$ cat src/rtl/tim_pkg.sv
`timescale 1ns/1ps
package tim_pkg;
    localparam int ADDR_W = 2;
    localparam logic [ADDR_W-1:0] A_CTRL = 2'd0;
    localparam logic [ADDR_W-1:0] A_PER  = 2'd1;
    localparam logic [ADDR_W-1:0] A_CMP  = 2'd2;
    localparam int UG_BIT = 5;

    // packed: first field is the MSB, so en lands on bit 0
    typedef struct packed {
        logic slave;
        logic pol_low;
        logic cmp_pre;
        logic per_pre;
        logic en;
    } ctrl_t;

    localparam int CTRL_W = $bits(ctrl_t);
endpackage

$ cat src/rtl/tim_regs.sv
`timescale 1ns/1ps
module tim_regs
    import tim_pkg::*;
#(
    parameter int CNT_W = 16
) (
    input  logic              clk,
    input  logic              rst_n,
    input  logic              wr_en,
    input  logic [ADDR_W-1:0] wr_addr,
    input  logic [CNT_W-1:0]  wr_data,
    input  logic              upd_evt,
    output ctrl_t             ctrl,
    output logic [CNT_W-1:0]  per_act,
    output logic [CNT_W-1:0]  cmp_act,
    output logic              ug,
    output logic              trig_pulse
);
    typedef struct packed {
        ctrl_t            ctrl;
        logic [CNT_W-1:0] per_sh;
        logic [CNT_W-1:0] per_act;
        logic [CNT_W-1:0] cmp_sh;
        logic [CNT_W-1:0] cmp_act;
        logic             ug;
        logic             trig;
    } reg_st_t;

    reg_st_t st_d, st_q;
    logic sel_ctrl, sel_per, sel_cmp;

    always_comb begin
        sel_ctrl = wr_en && (wr_addr == A_CTRL);
        sel_per  = wr_en && (wr_addr == A_PER);
        sel_cmp  = wr_en && (wr_addr == A_CMP);

        st_d      = st_q;
        st_d.ug   = 1'b0;
        st_d.trig = 1'b0;

        // update event: shadows move into the active registers
        if (upd_evt) begin
            st_d.per_act = st_q.per_sh;
            st_d.cmp_act = st_q.cmp_sh;
        end

        if (sel_ctrl) begin
            st_d.ctrl = ctrl_t'(wr_data[CTRL_W-1:0]);
            st_d.ug   = wr_data[UG_BIT];
            st_d.trig = wr_data[0] && !st_q.ctrl.en;
        end

        if (sel_per) begin
            st_d.per_sh = wr_data;
            if (!st_q.ctrl.per_pre) st_d.per_act = wr_data;
        end

        if (sel_cmp) begin
            st_d.cmp_sh = wr_data;
            if (!st_q.ctrl.cmp_pre) st_d.cmp_act = wr_data;
        end
    end

    always_ff @(posedge clk or negedge rst_n) begin
        if (!rst_n) begin
            st_q.ctrl    <= '0;
            st_q.per_sh  <= '1;
            st_q.per_act <= '1;
            st_q.cmp_sh  <= '0;
            st_q.cmp_act <= '0;
            st_q.ug      <= 1'b0;
            st_q.trig    <= 1'b0;
        end else begin
            st_q <= st_d;
        end
    end

    assign ctrl       = st_q.ctrl;
    assign per_act    = st_q.per_act;
    assign cmp_act    = st_q.cmp_act;
    assign ug         = st_q.ug;
    assign trig_pulse = st_q.trig;
endmodule

$ cat src/rtl/tim_counter.sv
`timescale 1ns/1ps
module tim_counter #(
    parameter int CNT_W = 16
) (
    input  logic             clk,
    input  logic             rst_n,
    input  logic             en,
    input  logic             slave,
    input  logic             ug,
    input  logic             trig_i,
    input  logic [CNT_W-1:0] per_act,
    output logic [CNT_W-1:0] cnt,
    output logic             run,
    output logic             upd_evt
);
    typedef struct packed {
        logic [CNT_W-1:0] cnt;
        logic             run;
        logic             trig_prev;
    } cnt_st_t;

    cnt_st_t st_d, st_q;
    logic trig_rise, per_zero, at_top;

    always_comb begin
        trig_rise = trig_i && !st_q.trig_prev;
        per_zero  = (per_act == '0);
        // equality only: a counter past the top value does not match
        at_top    = (st_q.cnt == per_act);
        upd_evt   = ug || (st_q.run && (at_top || per_zero));

        st_d           = st_q;
        st_d.trig_prev = trig_i;

        if (!en)             st_d.run = 1'b0;
        else if (!slave)     st_d.run = 1'b1;
        else if (trig_rise)  st_d.run = 1'b1;

        if (upd_evt || !st_q.run) st_d.cnt = '0;
        else                      st_d.cnt = st_q.cnt + 1'b1;
    end

    always_ff @(posedge clk or negedge rst_n) begin
        if (!rst_n) st_q <= '0;
        else        st_q <= st_d;
    end

    assign cnt = st_q.cnt;
    assign run = st_q.run;
endmodule

$ cat src/rtl/tim_outstage.sv
`timescale 1ns/1ps
module tim_outstage #(
    parameter int CNT_W = 16
) (
    input  logic             run,
    input  logic             pol_low,
    input  logic [CNT_W-1:0] cnt,
    input  logic [CNT_W-1:0] cmp_act,
    input  logic [CNT_W-1:0] per_act,
    output logic             pwm
);
    logic active;

    always_comb begin
        active = run && (per_act != '0) && (cnt < cmp_act);
        pwm    = active ^ pol_low;
    end
endmodule

$ cat src/rtl/pwm_sync_timer.sv
`timescale 1ns/1ps
module pwm_sync_timer
    import tim_pkg::*;
#(
    parameter int CNT_W = 16
) (
    input  logic                 clk,
    input  logic                 rst_n,
    input  logic                 wr_en,
    input  logic [ADDR_W-1:0]    wr_addr,
    input  logic [CNT_W-1:0]     wr_data,
    input  logic                 trig_i,
    output logic                 pwm_o,
    output logic                 trig_o,
    output logic                 upd_o,
    output logic [CNT_W-1:0]     cnt_o
);
    ctrl_t            ctrl;
    logic [CNT_W-1:0] per_act;
    logic [CNT_W-1:0] cmp_act;
    logic [CNT_W-1:0] cnt;
    logic             ug;
    logic             run;
    logic             upd_evt;

    tim_regs #(.CNT_W(CNT_W)) u_regs (
        .clk        (clk),
        .rst_n      (rst_n),
        .wr_en      (wr_en),
        .wr_addr    (wr_addr),
        .wr_data    (wr_data),
        .upd_evt    (upd_evt),
        .ctrl       (ctrl),
        .per_act    (per_act),
        .cmp_act    (cmp_act),
        .ug         (ug),
        .trig_pulse (trig_o)
    );

    tim_counter #(.CNT_W(CNT_W)) u_cnt (
        .clk     (clk),
        .rst_n   (rst_n),
        .en      (ctrl.en),
        .slave   (ctrl.slave),
        .ug      (ug),
        .trig_i  (trig_i),
        .per_act (per_act),
        .cnt     (cnt),
        .run     (run),
        .upd_evt (upd_evt)
    );

    tim_outstage #(.CNT_W(CNT_W)) u_out (
        .run     (run),
        .pol_low (ctrl.pol_low),
        .cnt     (cnt),
        .cmp_act (cmp_act),
        .per_act (per_act),
        .pwm     (pwm_o)
    );

    assign upd_o = upd_evt;
    assign cnt_o = cnt;
endmodule

$ cat config.mk
export PLATFORM = sky130hd
export DESIGN_NAME = pwm_sync_timer
export DESIGN_NICKNAME = d
export VERILOG_FILES = /design/src/rtl/tim_pkg.sv /design/src/rtl/tim_regs.sv /design/src/rtl/tim_counter.sv /design/src/rtl/tim_outstage.sv /design/src/rtl/pwm_sync_timer.sv
export SDC_FILE = /design/constraint.sdc
export NUM_CORES = 1
export LEC_CHECK = 0
export CAP_MARGIN = 30
export CORE_AREA = 2 2 94 96
export CTS_BUF_LIST = sky130_fd_sc_hd__clkbuf_4 sky130_fd_sc_hd__clkbuf_8 sky130_fd_sc_hd__clkbuf_16
export CTS_CLUSTER_SIZE = 10
export DETAILED_ROUTE_END_ITERATION = 10
export DIE_AREA = 0 0 96 98
export DONT_BUFFER_PORTS = 1
export MAX_ROUTING_LAYER = met4
export PLACE_DENSITY = 0.69
export SLEW_MARGIN = 30
export SYNTH_ARGS = -nofsm -noshare
export SYNTH_HDL_FRONTEND = slang
export SYNTH_SLANG_ARGS = --single-unit
$ cat constraint.sdc
create_clock -name clk -period 4.3 [get_ports clk]
set_input_delay 1.29 -clock clk [delete_from_list [all_inputs] [get_ports clk]]
set_output_delay 1.29 -clock clk [all_outputs]
set_load 0.01 [all_outputs]
### Word-level counts from Yosys, hierarchy flattened

Index checks and enable logic that the tools add are counted.

* flip-flop bits (word level): 89
* bits in latches: 0
* memory bits (writable): 0
* ROM bits: 0
* input port bits: 22
* output and inout port bits: 19
* memories kept: 0

* add/sub/neg operators: 1
* multiply operators: 0
* divide/modulo/power cells: 0
* magnitude comparators: 1
* equal/unequal tests: 4
* shifts and indexed selects: 0
* multiplexer cells: 11
* bitwise gates (word level): 1
* reduce and logical (&&, ||, !) cells: 17

Operator list (number)
* $mux 16: 7
* $add 16x1->16 const B: 1
* $eq 16x16->1: 1
* $logic_not 16->1: 1
* $lt 16x16->1: 1
* $reduce_bool 16->1: 1
* $logic_and 1x1->1: 8
* $logic_not 1->1: 3
* $logic_or 1x1->1: 3
* $mux 1: 3
* $ne 3x2->1 const B: 1
* $eq 2x1->1 const B: 1
* $eq 2x2->1 const B: 1
* $logic_not 2->1: 1
* $mux 2: 1
* $xor 1x1->1: 1

### Longest topological paths before layout

Gate-level depths: netlist of the first run.

* depth after elaboration: 7
* mapped depth: 8
* depth with buffers taken out: 8

### Modules after synthesis

From an unflattened synthesis of the first run, not the netlist that was laid out.

* cell total of the unflattened synthesis: 409
* area, all modules: 5088.6 µm²

Modules (own cells, without submodules)
* tim_regs: instances 1, cells each 226, area each 3398.3 µm², sequential area each 1816.7 µm²
* tim_counter: instances 1, cells each 126, area each 1228.7 µm², sequential area each 450.4 µm²
* tim_outstage: instances 1, cells each 57, area each 461.7 µm², sequential area each 0.0 µm²

### Worst setup path after synthesis of the first run

Ideal clock, no wire load.

* path kind: register -> output
* start point: register u_cnt.st_q (netlist bit u_cnt.cnt[14])
* end point: output port pwm_o
* arrival: 1.947 ns
* data required time: 3.010 ns
* setup slack: 1.063 ns
* stages on the path, launching flop included: 7
* buffers on the path: 0
* cells stage by stage: dfrtp_1 ha_1 a21oi_1 o21ai_0 or4b_2 a211oi_1 nand3_1

* cells in the longest elaborated chain, start to end: 3

Ends and longest elaborated chain
* start, declared: line tim_counter.sv:22 `cnt_st_t st_d, st_q;`
* start signal, assigned: line tim_counter.sv:45 `else st_q <= st_d;`
* $lt 16x16->1: line tim_outstage.sv:15 `active = run && (per_act != '0) && (cnt < cmp_act);`
* $logic_and 1x1->1: line tim_outstage.sv:15
* $xor 1x1->1: line tim_outstage.sv:16 `pwm = active ^ pol_low;`
* end, declared: line pwm_sync_timer.sv:13 `output logic pwm_o,`

Every way passes these cells.

### Worst setup path after layout of the first run

Ends and elaborated chain as after synthesis.

==> results.py, run 1 <==
metrics = {
    "run_status": {
        "outcome": "finished, final reports clean",
    },
    "final_layout": {
        "num-fill-cells": 734,
        "antenna_cells": 0,
        "layout-drive-gt1-share": 0.247,
        "syn_to_final_growth_pct": 4.69,
        "nNetsFinal": 425,
        "fin_util": 0.557,
    },
    "floorplan": {
        "die_area_um2": 9410,
        "ioPinCount": 41,
        "core_region_area_um2": 8470,
        "start_util": 0.532,
        "die_y_um": 98,
        "fp.dieW_um": 96,
        "fp-row-count": 34,
    },
    "routing": {
        "detail_route.vias_per_cell": 5.68,
        "drt_iter0_markers": 158,
        "wire_per_inst_um": 17.8,
        "vias": 2842,
        "drc": 0,
        "ant_nets": 0,
        "drt_wl_total_um": 8910,
        "drtPass1Iterations": 4,
    },
    "cts": {
        "cts_hold_buf": 0,
        "post_cts_buffers": 0,
        "cts_buffers": 9,
        "cts_tree": "done",
        "worstSkewPairLatency_ps": 360,
        "cts.sinks": 89,
        "cts_resized": 0,
        "ctsHtreeMaxLevel": 3,
        "clk_pin_slew_ps": 90,
        "cts_root_buffer": "clkbuf_8",
        "clock_path_buffers": 2,
    },
    "critical_path": {
        "critPathRequiredTime_ps": 3010,
        "cp-end-kind": "primary output",
        "cp-start-kind": "flop",
        "worst-setup-path-type": "flop to primary output",
        "cp.arrival_ps": 2580,
        "worstPathMaxFanout": 5,
    },
    "timing": {
        "timing.final.hold_violations": 0,
        "timing.fmax_mhz": 258,
        "period_share": 0.900,
        "setup_viol": 0,
        "slew_headroom": 0.549,
        "tightest_slew_ps": 674,
        "fin_crit_ps": 3870,
        "rsz0062_at_grt": "no",
        "finClkSkew_ps": 10.3,
        "report.final.slew_viol_count": 0,
        "fin_setup_tns_ps": 0,
    },
    "grt": {
        "grt_pass1_vias": 2874,
        "grt_max_degree": 90,
        "grt_usage": 0.212,
        "grt_pass1_wl_um": 14700,
        "gr-total-overflow": 0,
        "antenna_found_initial": 0,
    },
    "placed_design": {
        "place.gp.congestion": 0.872,
        "io_buffers": 0,
        "dp_hpwl_um": 6170,
    },
    "pwr": {
        "power.leakage_nw": 2.00,
        "power.density_nw_per_um2": 467,
        "clockPowerShare": 0.293,
        "irDropWorstVdd_mv": 0.318,
        "comb_power_share": 0.165,
        "seq_power_share": 0.541,
        "swShare": 0.280,
        "p_sw_mw": 0.616,
        "p_int_mw": 1.59,
        "p_total_mw": 2.20,
    },
    "synth": {
        "ys_types": 39,
        "synth_async_sr_flop_share": 1.00,
        "avgSynthCellArea_um2": 11.3,
        "synthFlopType": "dfrtp_1",
        "synthesis.area_um2": 4510,
        "synth_edf_count": 0,
        "ys_ff_latch": 89,
        "syn_nets": 437,
        "seq_area_frac_synth": 0.503,
        "synth_cells": 399,
        "synth_warnings": 0,
    },
    "flow_run": {
        "max_cap_viol_count": 0,
    },
    "min_path": {
        "hold_path_class": "flop to flop",
    },
}
per-stage QoR:
| stage | hold slack (ps) | setup WS (ps) | instance area, µm² | instances |
|---|---|---|---|---|
| final | 463 | 430 | 4720 | 500 |
| after global routing | 482 | 340 | 4720 | 500 |
| after CTS | 469 | 423 | 4710 | 500 |
| after detailed placement | 467 | 842 | 4490 | 484 |
| after global placement | 457 | 887 | 4490 | 484 |
| after floorplan | 430 | 1060 | 4510 | 399 |
final cells by class:
type                       count  area [µm²]  area share
inverter                      21        78.8      0.0167
clock buffer                  10         138      0.0292
multi-input combinational    261        1970       0.418
timing repair buffer           5        37.5     0.00796
tap                          108         135      0.0286
clock inverter                 6        90.1      0.0191
sequential                    89        2270       0.481
power groups by stage:
stage	sequential (mW)	clock, mW	combinational, mW
finish	1.19	0.646	0.364
global route	1.21	0.695	0.417
CTS	1.19	0.661	0.367
detailed placement	1.21	0	0.367
global placement	1.20	0	0.347
floorplan	1.15	0	0.309
layout by cell type, fill, tap and decap left out, types with 2 or more instances in the layout:
master     Yosys  layout
mux2_2        36      36
and3_1         5       5
nand3_1        7       7
nand4_1        6       6
nor4_1         8       8
buf_4         16       5
inv_1         21      21
a21o_1         4       4
mux2i_1       32      32
a21oi_1        2       2
bufinv_16      0       2
nor2_2         0       2
xor2_1        27      27
a211oi_1       2       2
xnor2_1        3       3
nor3_1         2       2
o21ai_1       27      27
o21ai_2        2       2
nand2_1       38      38
ha_1          16      16
nand2b_1       2       2
nor2_1        20      18
o21ai_0        5       5
clkbuf_8       0      10
dfstp_2       32      32
and4_1         3       3
nand3b_1       2       2
dfrtp_1       57      57
critical path: stages, from the launching register on:
cell,delay [ps]
dfrtp_1,490
ha_1,380
a21oi_1,160
o21ai_0,80
or4b_2,660
nor3_1,200
o31ai_1,100
nand3_1,150
metal layers:
metal  routed length [µm]  vias up  global-route usage
li1                     -     1351                   -
met1                 4060     1419               0.279
met2                 4290       64               0.326
met3                  491        8              0.0455
met4                   72        0              0.0692
met5                    0        -                   -
flip-flops by register name, indices dropped and copies added (netlist names):
name               cells
u_cnt.cnt             16
u_cnt.run              1
u_cnt.st_q             1
u_regs.cmp_act        16
u_regs.ctrl            5
u_regs.per_act        16
u_regs.st_q           32
u_regs.trig_pulse      1
u_regs.ug              1
cell usage after synthesis (3+ instances only):
| master | n | share of area |
|---|---|---|
| dfrtp_1 | 57 | 0.32 |
| nand2_1 | 38 | 0.032 |
| mux2_2 | 36 | 0.090 |
| dfstp_2 | 32 | 0.19 |
| mux2i_1 | 32 | 0.071 |
| o21ai_1 | 27 | 0.030 |
| xor2_1 | 27 | 0.052 |
| inv_1 | 21 | 0.017 |
| nor2_1 | 20 | 0.017 |
| buf_4 | 16 | 0.027 |
| ha_1 | 16 | 0.044 |
| clkbuf_1 | 9 | 0.0075 |
| nor4_1 | 8 | 0.011 |
| nand3_1 | 7 | 0.0078 |
| nand4_1 | 6 | 0.0083 |
| and3_1 | 5 | 0.0069 |
| o21ai_0 | 5 | 0.0056 |
| a21o_1 | 4 | 0.0067 |
| and4_1 | 3 | 0.0058 |
| buf_8 | 3 | 0.010 |
| xnor2_1 | 3 | 0.0058 |
path summary, 6_finish.rpt:
kind                                 from  slack, ps                end  cells past startpoint
max                         u_cnt.cnt[14]        430              pwm_o                      7
min                        u_regs.ctrl[4]        460          u_cnt.run                      1
max in group asynchronous           rst_n       3450    u_regs.st_q[55]                      0
min in group asynchronous           rst_n        610      u_cnt.st_q[0]                      0
min reg2reg                u_regs.ctrl[4]        460          u_cnt.run                      1
max reg2reg                  u_cnt.cnt[2]       1690  u_regs.cmp_act[6]                      7
kinds of logic (layout without fill, tap and decap cells):
logic type / Yosys count / count (layout) / synth area share
xor+xnor: 30 / 30 / 0.0583
flops: 89 / 89 / 0.503
compound gates: 48 / 48 / 0.0650
fa+ha+maj: 16 / 16 / 0.0444
simple gates: 99 / 99 / 0.107
buf+inv: 49 / 42 / 0.0616
mux: 68 / 68 / 0.161
(Power assumes the default switching activity.)
==> run 2: changes to the inputs <==
Settings changed: PLACE_DENSITY 0.69 to unset, PLACE_DENSITY_LB_ADDON set to 0.08.
==> results.py, run 2 (same netlist as run 1, synthesis figures left out) <==
metrics = {
    "run_status": {
        "outcome": "finished, final reports clean",
    },
    "final_layout": {
        "layout_common_cells": "dfrtp_1, nand2_1, mux2_2",
        "layout.cells.most_common": "dfrtp_1",
        "num-fill-cells": 741,
        "syn_to_final_growth_pct": 4.50,
        "fin_util": 0.556,
        "largest-register": "u_regs.st_q",
        "largest_reg_flops": 32,
        "nNetsFinal": 426,
        "layout-drive-gt1-share": 0.247,
        "antenna_cells": 0,
    },
    "critical_path": {
        "worst-setup-path-type": "flop to primary output",
        "crit_chain": "ha_1 -> a21oi_1 -> o21ai_0 -> or4b_2 -> nor3_1 -> o31ai_1 -> nand3_1",
        "critPathMaxStageDelay_ps": 650,
        "worstRegToRegCells": 7,
        "cp-end-kind": "primary output",
        "cp-start-kind": "flop",
        "cp.arrival_ps": 2550,
        "critPathRequiredTime_ps": 3010,
        "worstPathMaxFanout": 5,
        "cp_slowest_cell": "or4b_2",
    },
    "cts": {
        "worstSkewPairLatency_ps": 360,
        "cts_buffers": 9,
        "post_cts_buffers": 0,
        "cts.sinks": 89,
        "ctsHtreeMaxLevel": 3,
        "clock_path_buffers": 2,
        "cts_tree": "done",
        "cts_resized": 0,
        "cts_root_buffer": "clkbuf_8",
        "clk_pin_slew_ps": 90,
        "cts_hold_buf": 0,
    },
    "placed_design": {
        "place_ws_ps": 850,
        "dp_hpwl_um": 6390,
        "place.gp.congestion": 0.821,
        "io_buffers": 0,
    },
    "routing": {
        "drc": 0,
        "ant_nets": 0,
        "wire_per_inst_um": 18.1,
        "detail_route.vias_per_cell": 5.65,
        "drt_wl_total_um": 9050,
        "drt_iter0_markers": 172,
        "drtPass1Iterations": 4,
        "vias": 2830,
    },
    "timing": {
        "rsz0062_at_grt": "no",
        "period_share": 0.893,
        "fin_crit_ps": 3840,
        "holdWs_ps": 482,
        "report.final.slew_viol_count": 0,
        "fin_setup_tns_ps": 0,
        "finClkSkew_ps": 9.66,
        "postLayoutSetupSlackWorst_ps": 461,
        "timing.fmax_mhz": 260,
        "setup_viol": 0,
        "slew_headroom": 0.563,
        "timing.final.hold_violations": 0,
        "tightest_slew_ps": 654,
    },
    "grt": {
        "grt_pass1_vias": 2865,
        "gr-total-overflow": 0,
        "grt_max_degree": 90,
        "grt_pass1_wl_um": 14900,
        "grt_usage": 0.216,
        "antenna_found_initial": 0,
    },
    "flow_run": {
        "max_cap_viol_count": 0,
    },
    "pwr": {
        "p_total_mw": 2.19,
        "irDropWorstVdd_mv": 0.237,
        "power.density_nw_per_um2": 465,
        "power.leakage_nw": 2.00,
    },
    "floorplan": {
        "fp.dieW_um": 96,
        "start_util": 0.532,
        "core_region_area_um2": 8470,
        "ioPinCount": 41,
        "fp-row-count": 34,
        "die_area_um2": 9410,
        "die_y_um": 98,
    },
    "min_path": {
        "holdPathStages": 1,
        "hold_path_class": "flop to flop",
    },
}
## run 2: path summary, 6_finish.rpt
kind	to	start	slack, ps
max	pwm_o	u_cnt.cnt[14]	460
min	u_cnt.run	u_regs.ctrl[4]	480
max reg2reg	u_regs.cmp_act[2]	u_cnt.cnt[12]	1570
min reg2reg	u_cnt.run	u_regs.ctrl[4]	480
max in group asynchronous	u_regs.per_act[2]	rst_n	3450
min in group asynchronous	u_cnt.cnt[0]	rst_n	610
## run 2: cell type report
type	count	area [µm²]	area share
multi-input combinational	261	1970	0.418
timing repair buffer	6	45.0	0.00956
inverter	21	78.8	0.0167
clock inverter	4	70.1	0.0149
sequential	89	2270	0.481
clock buffer	12	146	0.0311
tap	108	135	0.0287
## run 2: power by group
group          internal (mW)  leakage, nW  switching, mW
combinational          0.186        0.843          0.182
clock                  0.346        0.115          0.288
sequential              1.06         1.05          0.134
total                   1.59         2.00          0.603
## run 2: metrics by stage
stage	std cells	cell area (µm²)
floorplan	399	4510
global placement	485	4490
detailed placement	485	4490
CTS	501	4710
global route	501	4710
finish	501	4710
## run 2: routing by layer
| layer | track usage | share of wire | vias to the layer above |
|---|---|---|---|
| li1 | - | - | 1357 |
| met1 | 0.290 | 0.48 | 1397 |
| met2 | 0.316 | 0.46 | 62 |
| met3 | 0.0586 | 0.048 | 14 |
| met4 | 0.0725 | 0.019 | 0 |
| met5 | - | 0 | - |
## run 2: worst max-delay path, delay by kind of cell (launching register included)
family,cells,cell delay (ps)
and+or+nand+nor,3,990
adders and majority gates,1,370
DFF,1,480
AOI/OAI and AO/OA,3,350
==> run 3: changes to the inputs <==
Settings changed: ABC_AREA set to 1, CORE_AREA 2 2 94 96 to 2 2 98 100, DIE_AREA 0 0 96 98 to 0 0 100 102, TNS_END_PERCENT set to 5.
==> results.py, run 3 <==
metrics = {
    "synth": {
        "synth_top_area_frac": 0.289,
        "synth_warnings": 0,
        "ys_types": 26,
        "synth_area_leaders": "dfrtp_1, dfstp_2, nand2_1",
        "ys_ff_latch": 89,
        "avgSynthCellArea_um2": 7.46,
        "synth_cells": 662,
        "synth_most_common_cell": "nand2_1",
        "post-synth-top-area-cell": "dfrtp_1",
        "synthesis.area_um2": 4940,
        "synth_edf_count": 0,
        "seq_area_frac_synth": 0.459,
        "synthFlopType": "dfrtp_1",
        "yosys-top-cells-count": "nand2_1, inv_1, nand3_1, dfrtp_1, o21ai_0",
        "syn_nets": 700,
        "synth_async_sr_flop_share": 1.00,
    },
    "critical_path": {
        "cp-start-kind": "flop",
        "worstPathMaxFanout": 34,
        "worstRegToRegCells": 13,
        "reg2reg_to": "u_regs.cmp_act[0]",
        "critPathMaxStageDelay_ps": 520,
        "crit_chain": "inv_1 -> nand2_1 -> nand2_1 -> nor2_1 -> nand2_1 -> nor2_1 -> nand2_1 -> nand2_2 -> nand2_4 -> nand2_4",
        "crit_buf_inv": 1,
        "r2r_start": "u_cnt.cnt[13]",
        "crit_family": "simple AND/OR/NAND/NOR gates",
        "worst-setup-path-type": "flop to primary output",
        "cp-end-kind": "primary output",
        "cp_slowest_cell": "dfrtp_1",
        "rrSetupSlack_ps": 2010,
        "cpMostUsedCell": "nand2_1",
        "cp.arrival_ps": 2230,
        "critPathRequiredTime_ps": 3010,
    },
    "timing": {
        "holdWs_ps": 474,
        "slew_headroom": 0.596,
        "timing.final.hold_violations": 0,
        "period_share": 0.819,
        "tightest_slew_ps": 605,
        "fin_crit_ps": 3520,
        "timing.fmax_mhz": 284,
        "rsz0062_at_grt": "no",
        "finClkSkew_ps": 9.74,
        "setup_viol": 0,
        "postLayoutSetupSlackWorst_ps": 776,
        "report.final.slew_viol_count": 0,
        "fin_setup_tns_ps": 0,
    },
    "routing": {
        "wire_per_inst_um": 14.8,
        "ant_nets": 0,
        "drc": 0,
        "drt_wl_total_um": 11200,
        "detail_route.vias_per_cell": 5.23,
        "drtPass1Iterations": 5,
        "vias": 3958,
        "drt_iter0_markers": 299,
    },
    "cts": {
        "cts_resized": 0,
        "cts_buffers": 9,
        "worstSkewPairLatency_ps": 370,
        "clock_path_buffers": 2,
        "clk_pin_slew_ps": 90,
        "ctsHtreeMaxLevel": 3,
        "post_cts_buffers": 0,
        "cts.sinks": 89,
        "cts_tree": "done",
        "cts_hold_buf": 0,
        "cts_root_buffer": "clkbuf_8",
    },
    "grt": {
        "grt_max_degree": 90,
        "grt_pass1_vias": 3647,
        "gr-total-overflow": 0,
        "grt_pass1_wl_um": 18400,
        "antenna_found_initial": 0,
        "grt_usage": 0.237,
    },
    "pwr": {
        "power.leakage_nw": 2.67,
        "p_sw_mw": 0.644,
        "p_int_mw": 1.46,
        "irDropWorstVdd_mv": 0.212,
        "seq_power_share": 0.516,
        "comb_power_share": 0.197,
        "p_total_mw": 2.11,
        "clockPowerShare": 0.287,
        "swShare": 0.305,
        "power.density_nw_per_um2": 415,
    },
    "final_layout": {
        "nNetsFinal": 679,
        "largest_reg_flops": 32,
        "fin_util": 0.558,
        "layout.cells.most_common": "nand2_1",
        "regArea_um2": 2270,
        "num-fill-cells": 867,
        "layout-drive-gt1-share": 0.111,
        "syn_to_final_growth_pct": 2.86,
        "multi_input_area_um2": 2010,
        "antenna_cells": 0,
        "layout_common_cells": "nand2_1, inv_1, nand3_1",
        "final_area_um2": 5080,
        "largest-register": "u_regs.st_q",
        "layoutNonFillerInstCount": 757,
    },
    "floorplan": {
        "start_util": 0.542,
        "fp-row-count": 35,
        "die_area_um2": 10200,
        "core_region_area_um2": 9110,
        "fp.dieW_um": 100,
        "die_y_um": 102,
        "ioPinCount": 41,
    },
    "run_status": {
        "outcome": "finished, final reports clean",
    },
    "min_path": {
        "whs_endpoint": "u_cnt.run",
        "holdPathStages": 1,
        "hold_path_class": "flop to flop",
        "holdCritStartpoint": "u_regs.ctrl[4]",
    },
    "flow_run": {
        "max_cap_viol_count": 0,
    },
    "placed_design": {
        "io_buffers": 0,
        "place.gp.congestion": 0.914,
        "place_ws_ps": 1210,
        "placed_cells": 741,
        "dp_hpwl_um": 7970,
        "postPlaceCellArea_um2": 4880,
    },
}
[run 3: cells by family after synthesis]
logic type | Yosys count | synth area share
AND/OR/NAND/NOR | 345 | 0.300
buffers and inverters | 151 | 0.134
flip-flops | 89 | 0.459
AO/OA/AOI/OAI | 56 | 0.0577
adder cells (fa/ha/maj) | 16 | 0.0405
XOR/XNOR | 5 | 0.00886
[run 3: worst max-delay path by stage]
stage | startpoint | endpoint | slack (ps) | cells past startpoint
global placement | u_cnt.cnt[13] | upd_o | 1240 | 10
floorplan | u_cnt.cnt[5] | pwm_o | 1630 | 9
global route | u_regs.per_act[12] | upd_o | 640 | 5
finish | u_cnt.cnt[13] | upd_o | 780 | 10
CTS | u_cnt.cnt[13] | upd_o | 800 | 10
detailed placement | u_cnt.cnt[13] | upd_o | 1210 | 10
[run 3: worst register-to-register path, cell delays in order (launching register included)]
cell	delay, ps
dfrtp_1	520
inv_1	110
nand2_1	80
nand2_1	50
nor2_1	150
nand2_1	90
nor2_1	90
nand2_1	70
nand2_2	80
nand2_4	220
nand2_4	400
nand2_1	150
nand3_1	100
nand2_1	70
[run 3: cell type report]
type                    count  area share
clock inverters             4      0.0103
multi-input cells         422       0.395
inverters                 115      0.0849
clock buffers              12      0.0300
flip-flops and latches     89       0.446
repair buffers              4     0.00591
well taps                 111      0.0273
[run 3: metal layers]
| metal | part of all wire | up-vias | global-route usage |
|---|---|---|---|
| met1 | 0.51 | 1846 | 0.354 |
| li1 | - | 1979 | - |
| met2 | 0.41 | 117 | 0.320 |
| met5 | 0 | - | - |
| met4 | 0.017 | 0 | 0.0727 |
| met3 | 0.061 | 16 | 0.0506 |
[run 3: power groups by stage]
stage	Combinational, mW	Sequential [mW]	Clock (mW)
final	0.415	1.09	0.606
after global placement	0.402	1.10	0
after global routing	0.489	1.10	0.645
after floorplan	0.333	1.08	0
after detailed placement	0.412	1.10	0
after CTS	0.415	1.09	0.614
